### src/rtl/gmr_pkg.sv
package gmr_pkg;

    typedef enum logic [2:0] {
        TGT_NONE,
        TGT_VRAM,
        TGT_ACC,
        TGT_BUSY,
        TGT_ZERO,
        TGT_ONES,
        TGT_PACK
    } gmr_target_e;

    typedef enum logic [1:0] {
        ST_IDLE,
        ST_RD_VRAM,
        ST_RD_ACC,
        ST_RD_CONST
    } gmr_state_e;

    localparam logic [7:0] IDX_WINCTL  = 8'h20;
    localparam logic [7:0] IDX_APERCTL = 8'h21;
    localparam logic [7:0] IDX_BUSCTL  = 8'h2A;

    localparam logic [7:0] RST_WINCTL  = 8'h00;
    localparam logic [7:0] RST_APERCTL = 8'h00;
    localparam logic [7:0] RST_BUSCTL  = 8'h03;

    localparam int WINCTL_EN_BIT  = 4;
    localparam int APER_EN_BIT    = 5;
    localparam int APER_2MB_BIT   = 4;

    localparam logic [7:0] REGWIN_ACC_START = 8'h20;
    localparam logic [7:0] BUSY_CODE        = 8'h20;

endpackage

### src/rtl/gmr_cfg_regs.sv
module gmr_cfg_regs
    import gmr_pkg::*;
(
    input  logic       clk,
    input  logic       rst_n,
    input  logic       cfg_we,
    input  logic [7:0] cfg_idx,
    input  logic [7:0] cfg_wdata,
    output logic [7:0] cfg_rdata,
    output logic [7:0] winctl,
    output logic [7:0] aperctl
);

    logic [7:0] busctl;

    always_ff @(posedge clk or negedge rst_n) begin
        if (!rst_n) begin
            winctl  <= RST_WINCTL;
            aperctl <= RST_APERCTL;
            busctl  <= RST_BUSCTL;
        end else if (cfg_we) begin
            unique case (cfg_idx)
                IDX_WINCTL:  winctl  <= cfg_wdata;
                IDX_APERCTL: aperctl <= cfg_wdata;
                IDX_BUSCTL:  busctl  <= cfg_wdata;
                default: ;
            endcase
        end
    end

    always_comb begin
        unique case (cfg_idx)
            IDX_WINCTL:  cfg_rdata = winctl;
            IDX_APERCTL: cfg_rdata = aperctl;
            IDX_BUSCTL:  cfg_rdata = busctl;
            default:     cfg_rdata = 8'h00;
        endcase
    end

endmodule

### src/rtl/gmr_decode.sv
module gmr_decode
    import gmr_pkg::*;
#(
    parameter int AP_AW   = 26,
    parameter int LEG_AW  = 17,
    parameter int VRAM_AW = 20,
    parameter int ACC_AW  = 8
) (
    input  logic               space,
    input  logic               we,
    input  logic [AP_AW-1:0]   addr,
    input  logic               hostdata_mode,
    input  logic [7:0]         winctl,
    input  logic [7:0]         aperctl,
    output gmr_target_e        tgt,
    output logic [VRAM_AW-1:0] vram_addr,
    output logic [ACC_AW-1:0]  acc_addr
);

    localparam logic [LEG_AW-1:0] REGWIN_BASE = {{(LEG_AW-8){1'b1}}, 8'h00};
    localparam int APER_UNIT_BIT = 20;

    logic [LEG_AW-1:0] leg_off;
    logic [7:0]        loc;
    logic              in_regwin;
    logic [AP_AW-1:0]  ap_base;
    logic [AP_AW-1:0]  ap_rel;
    logic              ap_hit;

    assign leg_off   = addr[LEG_AW-1:0];
    assign loc       = leg_off[7:0];
    assign in_regwin = winctl[WINCTL_EN_BIT] && (leg_off >= REGWIN_BASE);

    assign ap_base = AP_AW'({aperctl[7:6], aperctl[3:0]}) << APER_UNIT_BIT;
    assign ap_rel  = addr - ap_base;
    assign ap_hit  = aperctl[APER_EN_BIT]
                   && (ap_rel[AP_AW-1:APER_UNIT_BIT+1] == '0)
                   && (aperctl[APER_2MB_BIT] || !ap_rel[APER_UNIT_BIT]);

    always_comb begin
        tgt       = TGT_NONE;
        vram_addr = '0;
        acc_addr  = ACC_AW'(loc - REGWIN_ACC_START);
        if (!space) begin
            if (in_regwin) begin
                if (we)
                    tgt = (loc >= REGWIN_ACC_START) ? TGT_ACC : TGT_NONE;
                else if (loc == REGWIN_ACC_START)
                    tgt = TGT_BUSY;
                else
                    tgt = (loc > REGWIN_ACC_START) ? TGT_ACC : TGT_ZERO;
            end else if (we && hostdata_mode) begin
                tgt = TGT_PACK;
            end else begin
                tgt       = TGT_VRAM;
                vram_addr = VRAM_AW'(leg_off);
            end
        end else begin
            if (!ap_hit)
                tgt = we ? TGT_NONE : TGT_ONES;
            else if (we && hostdata_mode)
                tgt = TGT_PACK;
            else begin
                tgt       = TGT_VRAM;
                vram_addr = ap_rel[VRAM_AW-1:0];
            end
        end
    end

    always_comb begin
        if (space && !aperctl[APER_EN_BIT])
            assert_aperture_off_quiet_R9: assert (tgt == TGT_NONE || tgt == TGT_ONES);
    end

endmodule

### src/rtl/gmr_packer.sv
module gmr_packer #(
    parameter int WORD_W = 32
) (
    input  logic              clk,
    input  logic              rst_n,
    input  logic              pack_we,
    input  logic [1:0]        lane,
    input  logic [7:0]        byte_in,
    output logic              push_valid,
    output logic [WORD_W-1:0] push_data
);

    localparam int LANES = WORD_W / 8;

    logic [WORD_W-1:0] word_q;
    logic              push_q;

    always_ff @(posedge clk or negedge rst_n) begin
        if (!rst_n) begin
            word_q <= '0;
            push_q <= 1'b0;
        end else begin
            push_q <= pack_we && (int'(lane) == LANES - 1);
            if (pack_we)
                word_q[WORD_W-1-8*int'(lane) -: 8] <= byte_in;
        end
    end

    assign push_valid = push_q;
    assign push_data  = word_q;

endmodule

### src/rtl/gfx_mem_router.sv
module gfx_mem_router
    import gmr_pkg::*;
#(
    parameter int AP_AW   = 26,
    parameter int LEG_AW  = 17,
    parameter int VRAM_AW = 20,
    parameter int ACC_AW  = 8
) (
    input  logic               clk,
    input  logic               rst_n,
    input  logic               host_req,
    input  logic               host_we,
    input  logic               host_space,
    input  logic [AP_AW-1:0]   host_addr,
    input  logic [7:0]         host_wdata,
    output logic               host_ready,
    output logic               host_rvalid,
    output logic [7:0]         host_rdata,
    output logic               vram_req,
    output logic               vram_we,
    output logic [VRAM_AW-1:0] vram_addr,
    output logic [7:0]         vram_wdata,
    input  logic [7:0]         vram_rdata,
    output logic               acc_req,
    output logic               acc_we,
    output logic [ACC_AW-1:0]  acc_addr,
    output logic [7:0]         acc_wdata,
    input  logic [7:0]         acc_rdata,
    input  logic               acc_busy,
    input  logic               hostdata_mode,
    output logic               push_valid,
    output logic [31:0]        push_data,
    input  logic               cfg_we,
    input  logic [7:0]         cfg_idx,
    input  logic [7:0]         cfg_wdata,
    output logic [7:0]         cfg_rdata
);

    logic [7:0]         winctl;
    logic [7:0]         aperctl;
    gmr_target_e        tgt;
    logic [VRAM_AW-1:0] dec_vram_addr;
    logic [ACC_AW-1:0]  dec_acc_addr;
    gmr_state_e         state_q, state_d;
    logic [7:0]         const_q, const_d;
    logic               accept;
    logic               pack_we;

    gmr_cfg_regs i_cfg (
        .clk       (clk),
        .rst_n     (rst_n),
        .cfg_we    (cfg_we),
        .cfg_idx   (cfg_idx),
        .cfg_wdata (cfg_wdata),
        .cfg_rdata (cfg_rdata),
        .winctl    (winctl),
        .aperctl   (aperctl)
    );

    gmr_decode #(
        .AP_AW   (AP_AW),
        .LEG_AW  (LEG_AW),
        .VRAM_AW (VRAM_AW),
        .ACC_AW  (ACC_AW)
    ) i_dec (
        .space         (host_space),
        .we            (host_we),
        .addr          (host_addr),
        .hostdata_mode (hostdata_mode),
        .winctl        (winctl),
        .aperctl       (aperctl),
        .tgt           (tgt),
        .vram_addr     (dec_vram_addr),
        .acc_addr      (dec_acc_addr)
    );

    gmr_packer #(.WORD_W(32)) i_pack (
        .clk        (clk),
        .rst_n      (rst_n),
        .pack_we    (pack_we),
        .lane       (host_addr[1:0]),
        .byte_in    (host_wdata),
        .push_valid (push_valid),
        .push_data  (push_data)
    );

    assign accept = (state_q == ST_IDLE) && host_req;

    // State register
    always_ff @(posedge clk or negedge rst_n) begin
        if (!rst_n) begin
            state_q <= ST_IDLE;
            const_q <= 8'h00;
        end else begin
            state_q <= state_d;
            const_q <= const_d;
        end
    end

    // Next state and constant response
    always_comb begin
        state_d = ST_IDLE;
        const_d = const_q;
        unique case (state_q)
            ST_IDLE: begin
                if (accept && !host_we) begin
                    unique case (tgt)
                        TGT_VRAM: state_d = ST_RD_VRAM;
                        TGT_ACC:  state_d = ST_RD_ACC;
                        TGT_BUSY: begin state_d = ST_RD_CONST; const_d = acc_busy ? BUSY_CODE : 8'h00; end
                        TGT_ONES: begin state_d = ST_RD_CONST; const_d = 8'hFF; end
                        TGT_ZERO: begin state_d = ST_RD_CONST; const_d = 8'h00; end
                        default:  begin state_d = ST_RD_CONST; const_d = 8'h00; end
                    endcase
                end
            end
            ST_RD_VRAM, ST_RD_ACC, ST_RD_CONST: state_d = ST_IDLE;
            default: state_d = ST_IDLE;
        endcase
    end

    // Outputs
    always_comb begin
        host_ready  = (state_q == ST_IDLE);
        host_rvalid = (state_q != ST_IDLE);
        vram_req    = accept && (tgt == TGT_VRAM);
        vram_we     = host_we;
        vram_addr   = dec_vram_addr;
        vram_wdata  = host_wdata;
        acc_req     = accept && (tgt == TGT_ACC);
        acc_we      = host_we;
        acc_addr    = dec_acc_addr;
        acc_wdata   = host_wdata;
        pack_we     = accept && host_we && (tgt == TGT_PACK);
        unique case (state_q)
            ST_RD_VRAM:  host_rdata = vram_rdata;
            ST_RD_ACC:   host_rdata = acc_rdata;
            ST_RD_CONST: host_rdata = const_q;
            default:     host_rdata = 8'h00;
        endcase
    end

    assert_rvalid_after_read_R4: assert property (@(posedge clk) disable iff (!rst_n)
        host_rvalid |-> $past(host_req && !host_we && host_ready));

    assert_push_after_lane3_R7: assert property (@(posedge clk) disable iff (!rst_n)
        push_valid |-> $past(host_req && host_we && host_ready && hostdata_mode
                             && host_addr[1:0] == 2'd3));

    assert_no_vram_write_packing_R6: assert property (@(posedge clk) disable iff (!rst_n)
        (vram_req && vram_we) |-> !hostdata_mode);

    assert_acc_write_from_window_R3: assert property (@(posedge clk) disable iff (!rst_n)
        (acc_req && acc_we) |-> (!host_space && host_addr[7:0] >= REGWIN_ACC_START));

    assert_one_target_R11: assert property (@(posedge clk) disable iff (!rst_n)
        !(vram_req && acc_req));

endmodule

### config.mk
export PLATFORM = sky130hd
export DESIGN_NAME = gfx_mem_router
export DESIGN_NICKNAME = d
export VERILOG_FILES = /design/src/rtl/gmr_pkg.sv /design/src/rtl/gmr_cfg_regs.sv /design/src/rtl/gmr_decode.sv /design/src/rtl/gmr_packer.sv /design/src/rtl/gfx_mem_router.sv
export SDC_FILE = /design/constraint.sdc
export NUM_CORES = 1
export LEC_CHECK = 0
export ABC_AREA = 1
export BUFFER_PORTS_ARGS = -buffer_cell sky130_fd_sc_hd__buf_2
export CORE_MARGIN = 3
export CORE_UTILIZATION = 44
export DETAILED_ROUTE_END_ITERATION = 7
export PLACE_DENSITY_LB_ADDON = 0.25
export SLEW_MARGIN = 20
export SYNTH_ARGS = -nofsm -noshare
export SYNTH_HDL_FRONTEND = slang
export SYNTH_HIERARCHICAL = 1
export SYNTH_SLANG_ARGS = --single-unit
### constraint.sdc
create_clock -name clk -period 2.5 [get_ports clk]
set_input_delay 0.375 -clock clk [delete_from_list [all_inputs] [get_ports clk]]
set_output_delay 0.375 -clock clk [all_outputs]
set_load 0.02 [all_outputs]
# --- Word level (Yosys, flattened, before mapping) ---
# Cells that the tools add are included.
# Widths: inputs -> output; s select.
op_classes:
  addsub: 4
  order_cmp: 3
  n_eq_ne: 13
  n_shift: 2
  muxes: 22
  bitwise_logic: 1
  reduce_logical: 23
op_table:
  columns: ["cell", "n"]
  rows:
  - ["$mux 20", 4]
  - ["$pmux 8 s3", 3]
  - ["$shift 8x33->39 const A", 1]
  - ["$shiftx 8x33->39", 1]
  - ["$neg 32->33", 1]
  - ["$bwmux 32", 1]
  - ["$eq 8x6->1 const B", 4]
  - ["$sub 26x26->26", 1]
  - ["$mux 3", 8]
  - ["$ge 17x17->1 const B", 1]
  - ["$mux 17", 1]
  - ["$logic_and 1x1->1", 11]
  - ["$ge 8x6->1 const B", 1]
  - ["$gt 8x6->1 const B", 1]
  - ["$pmux 2 s2", 2]
  - ["$sub 8x6->8 const B", 1]
  - ["$eq 3x2->1 const B", 2]
  - ["$eq 3x3->1 const B", 2]
  - ["$mux 6", 1]
  - ["$reduce_and 2->1", 3]
  - ["$sub 5x5->6 const A", 1]
  - ["$logic_not 5->1", 1]
  - ["$eq 2x1->1 const B", 2]
  - ["$eq 2x2->1 const B", 2]
  - ["other kinds (10)", 12]
totals:
  reg_bits: 67
  output_inout_bits: 99
  elab_cells: 75

# --- Depth between registers and ports, before layout ---
logic_depth:
  ltp_word: 10
  mapped_depth: 18
  ltp_nobuf: 18

# --- Cells and area by module ---
# Netlist, hierarchy kept.
by_module_without_submodules:
  columns: ["mod", "instances", "cells_each", "area_per_inst_um2", "seq_area_each_um2"]
  rows:
  - ["gmr_packer", 1, 145, 1468.9, 825.8]
  - ["gmr_cfg_regs", 1, 166, 1320.0, 603.1]
  - ["gmr_decode", 1, 149, 830.8, 0.0]
  - ["gfx_mem_router", 1, 81, 519.2, 100.1]

# --- Worst setup path after synthesis ---
# OpenSTA, ideal clock, no wires.
synth_timing:
  path_kind: "reg2out"
  start: "reg i_cfg.aperctl[0]"
  end: "out vram_req"
  t_arrival_ns: 2.273
  slack_ns: -0.148
  stages_incl_launch_ff: 13
  cell_sequence: "dfrtp_1 -> ha_1 -> fa_1 -> nand2_1 -> inv_1 -> nand2_1 -> nor2_2 -> nand3_2 -> nor2_4 -> nand3b_1 -> a21oi_1 -> nand3_1 -> nor2_1"
synth_between:
  elab_chain_len: 8
  elab_cells_between_ends: 10
synth_rtl:
  columns: ["item", "line", "rtl"]
  rows:
  - ["start, declared", "gmr_cfg_regs.sv:11", "output logic [7:0] aperctl"]
  - ["start signal, assigned", "gmr_cfg_regs.sv:24", "IDX_APERCTL: aperctl <= cfg_wdata;"]
  - ["$sub 26x26->26 *", "gmr_decode.sv:35", "assign ap_rel = addr - ap_base;"]
  - ["$logic_not 5->1 or $logic_not 1->1 (tied branches)", "gmr_decode.sv:37, gmr_decode.sv:38", null]
  - ["$logic_and 1x1->1 or $logic_or 1x1->1 (tied branches)", "gmr_decode.sv:37, gmr_decode.sv:38", null]
  - ["$logic_and 1x1->1 *", "gmr_decode.sv:38", "&& (aperctl[APER_2MB_BIT] || !ap_rel[APER_UNIT_BIT]);"]
  - ["$mux 3 *", "gmr_decode.sv:59", "if (!ap_hit)"]
  - ["$mux 3 *", "gmr_decode.sv:44", "if (!space) begin"]
  - ["named net tgt[0]", "gfx_mem_router.sv:41", "gmr_target_e tgt;"]
  - ["$eq 3x1->1 *", "gfx_mem_router.sv:126", "vram_req = accept && (tgt == TGT_VRAM);"]
  - ["$logic_and 1x1->1 *", "gfx_mem_router.sv:126", null]
  - ["end, declared", "gfx_mem_router.sv:19", "output logic vram_req,"]
# Mark *: on every way through the listed nets, which the timed path passes. The rest lies on a longest branch.

# --- Worst setup path in the final report ---
layout_timing:
  start: "reg i_cfg.aperctl[0]"
  end: "out acc_req"
layout_between:
  elab_chain_len: 8
  elab_cells_between_ends: 10
layout_rtl:
  columns: ["item", "line", "rtl"]
  rows:
  - ["$sub 26x26->26 *", "gmr_decode.sv:35", null]
  - ["$logic_not 5->1 or $logic_not 1->1 (tied branches)", "gmr_decode.sv:37, gmr_decode.sv:38", null]
  - ["$logic_and 1x1->1 or $logic_or 1x1->1 (tied branches)", "gmr_decode.sv:37, gmr_decode.sv:38", null]
  - ["$logic_and 1x1->1 *", "gmr_decode.sv:38", null]
  - ["$mux 3 *", "gmr_decode.sv:59", null]
  - ["$mux 3 *", "gmr_decode.sv:44", null]
  - ["named net tgt[0]", "gfx_mem_router.sv:41", null]
  - ["$eq 3x2->1 *", "gfx_mem_router.sv:130", "acc_req = accept && (tgt == TGT_ACC);"]
  - ["$logic_and 1x1->1 *", "gfx_mem_router.sv:130", null]
  - ["end, declared", "gfx_mem_router.sv:24", "output logic acc_req,"]
# Marks and branches as above.

==> results_dict.tcl <==
set metrics [dict create \
    path_cells "ha_2, fa_1, nand2_1, inv_1, nand2_1, nor2_2, nand3_2, nor2_4, nand3b_1, a21oi_4, inv_2, nand3_4, nor2_4, buf_6" \
    place_inst 796 \
    yosys-top-cells-area "dfrtp_1 (36%), nand2_1 (16%), nand3_1 (8.8%), nand4_1 (5.4%), buf_4 (4.9%)" \
    path_clk_slew_ps 80 \
    setup_viol 57 \
    slew_viol_final 0 \
    hp-class "primary input to asynchronous set/reset pin" \
    h-tree-depth 3 \
    synth_edf_count 0 \
    clock.fmax_ghz 0.338 \
    worst_slew_pin_slew_ps 674 \
    slowest_stage "fa_1" \
    reg2reg_depth 18 \
    core_mm2 0.00893 \
    grt_max_degree 35 \
    async_flop_share 1.00 \
    cap_violations 0 \
    yosys-top-cells-count "nand2_1 (180), nand3_1 (73), dfrtp_1 (59)" \
    layout-drive-gt1-share 0.437 \
    die_w_um 103 \
    final_util 0.622 \
    failed_checks "setup timing" \
    cts_buffers 9 \
    outcome "finished, violations left" \
    dp_hpwl_um 8340 \
    worstSetupPathType "flop to output port" \
    fin_hold_ws_ps 55.2 \
    antenna_found_initial 0 \
    rsz0062_at_grt "true" \
    die_y_um 103 \
    crit_family "simple AND/OR/NAND/NOR gates" \
    arrival_ps 2580 \
    r2r-start "i_cfg/aperctl[0]$_DFFE_PN0P_" \
    critical_path.max_stage_delay_ps 480 \
    final.setup.tns_ps -20480 \
    p_leak_nw 3.22 \
    r2r_end "i_pack/push_data[12]$_DFFE_PN0P_" \
    die-area_mm2 0.0106 \
    grt_pass1_vias 3825 \
    place_ws_ps -362 \
    vias 4211 \
    seq_area_frac_synth 0.369 \
    timing.final.crit_share 1.18 \
    required_ps 2120 \
    cp-start-kind "flop" \
    routed_wl_um 11600 \
    netlist_area_mm2 0.00414 \
    layout.cells.non_filler 827 \
    yosys.area.top_type "dfrtp_1" \
    endpoint_kind "output port" \
    skew_ps 14.4 \
    grt_pass1_wl_um 17800 \
    insertion_delay_ps 350 \
    ant_nets 0 \
    grt_use_total 0.212 \
    synth.net_count 623 \
    drt_iter0_markers 144 \
    p_per_area_mw_per_mm2 468 \
    pin_count 173 \
    yosysTopAreaCellShare 0.357 \
    min_period_ps 2950 \
    synth_cell_types 32 \
    drt-vias-per-instance 5.09 \
    ys_ff_latch 61 \
    layout.nets 796 \
    crit_fanout 4 \
    clock_sinks 61 \
    rows 34 \
    synth.yosys.warnings 6 \
    cts_tree "built" \
    peakVddDrop_uv 388 \
    grt-ovfl-total 0 \
    port_buffers 172 \
    clockBufferDepth 2 \
    root_buffer "clkbuf_8" \
    start_util 0.463 \
    yosysMostFrequentCell "nand2_1" \
    regToRegSetupSlack_ps -420 \
    gp_congestion 0.809 \
    crit_buf_inv 3 \
    maxSlewHeadroom 0.551 \
    syn2layout_area_growth_pct 34.3 \
    setup_ws_ps -455 \
    hold_violations 0 \
    avgSynthCellArea_um2 7.65 \
    netlist_instances 541 \
    dr.pass1.iters 4 \
    synthFlopType "dfrtp_1" \
    wire_per_inst_um 14.1 \
    crit_start "i_cfg/aperctl[0]$_DFFE_PN0P_" \
    diodes 0 \
    drc_errors 0 \
]
-- layer usage --
metal | up-vias | share of wire | global-route usage
met2 | 124 | 0.52 | 0.376
met4 | 0 | 0.0099 | 0.0398
met3 | 13 | 0.058 | 0.0521
met1 | 1993 | 0.41 | 0.264
li1 | 2081 | - | -
met5 | - | 0 | 0
-- report_power, final --
group          switching [mW]  internal [mW]  total, mW
Combinational           0.357          0.206      0.564
Sequential             0.0281           1.03       1.06
Clock                   0.417          0.564      0.981
-- sequential cells by signal, summed over array words and instances, names as in the netlist --
register / cells
i_pack/push_data: 32
i_cfg/aperctl: 8
i_cfg/busctl: 8
i_cfg/winctl: 8
const_q: 2
state_q: 2
i_pack/push_valid: 1
-- cell usage in the layout, fill, tap and decap left out, types with 2 or more instances in the layout --
cell / n
clkinvlp_4: 2
nor2_1: 18
nand2_4: 4
buf_4: 26
nand2_1: 159
nand4_1: 36
buf_12: 4
nor2_4: 9
a21oi_4: 2
clkbuf_8: 9
bufinv_16: 2
ha_1: 6
a31oi_1: 2
buf_2: 158
nand3_1: 69
o21bai_1: 2
nand2_2: 35
nand3_2: 7
buf_6: 11
nor2_2: 16
nand3b_1: 3
inv_1: 43
o21ai_0: 2
bufinv_8: 2
buf_8: 2
nand3_4: 8
a21oi_1: 2
nor2_8: 2
dfrtp_1: 59
inv_2: 5
dfstp_2: 2
-- cell families after synthesis --
| family | Yosys count | share of synthesized area |
|---|---|---|
| AND/OR/NAND/NOR | 368 | 0.449 |
| buffers and inverters | 92 | 0.138 |
| flip-flops | 61 | 0.369 |
| AO/OA/AOI/OAI | 10 | 0.0139 |
| adder cells (fa/ha/maj) | 8 | 0.0260 |
| XOR/XNOR | 2 | 0.00423 |
-- worst max path at each step --
stage / to / slack [ps] / cells after the start
2_1_floorplan: i_pack/push_data[4]$_DFFE_PN0P_ / -30 / 17
3_3_place_gp: i_pack/push_data[23]$_DFFE_PN0P_ / -310 / 18
3_5_place_dp: i_pack/push_data[12]$_DFFE_PN0P_ / -360 / 18
4_1_cts: acc_req / -440 / 14
5_1_grt: acc_req / -610 / 14
6_report: acc_req / -450 / 14
-- metrics by stage --
step                total power [mW]  cell area (um^2)
floorplan                       1.41              4170
global route                    2.74              5560
finish                          2.60              5560
global placement                1.58              4970
CTS                             2.60              5430
detailed placement              1.60              4970
-- final cells by class --
type / count / area [um^2]
Fill cell: 814 / 3370
Multi-Input combinational cell: 390 / 2230
Sequential cell: 61 / 1530
Timing Repair Buffer: 201 / 1220
Inverter: 51 / 221
Tap cell: 108 / 135
Clock buffer: 9 / 124
Clock inverter: 7 / 97.6
-- what timing repair did --
| item | 4_1_cts | 5_1_grt |
|---|---|---|
| gates cloned | 3 | 0 |
| buffers inserted | 8 | 6 |
| hold endpoints to repair | 0 | 0 |
| pin swaps | 7 | 12 |
| setup endpoints to repair | 57 | 57 |
| hold buffers | 0 | 0 |
| resized for setup | 33 | 34 |
(Power assumes the default switching activity.)
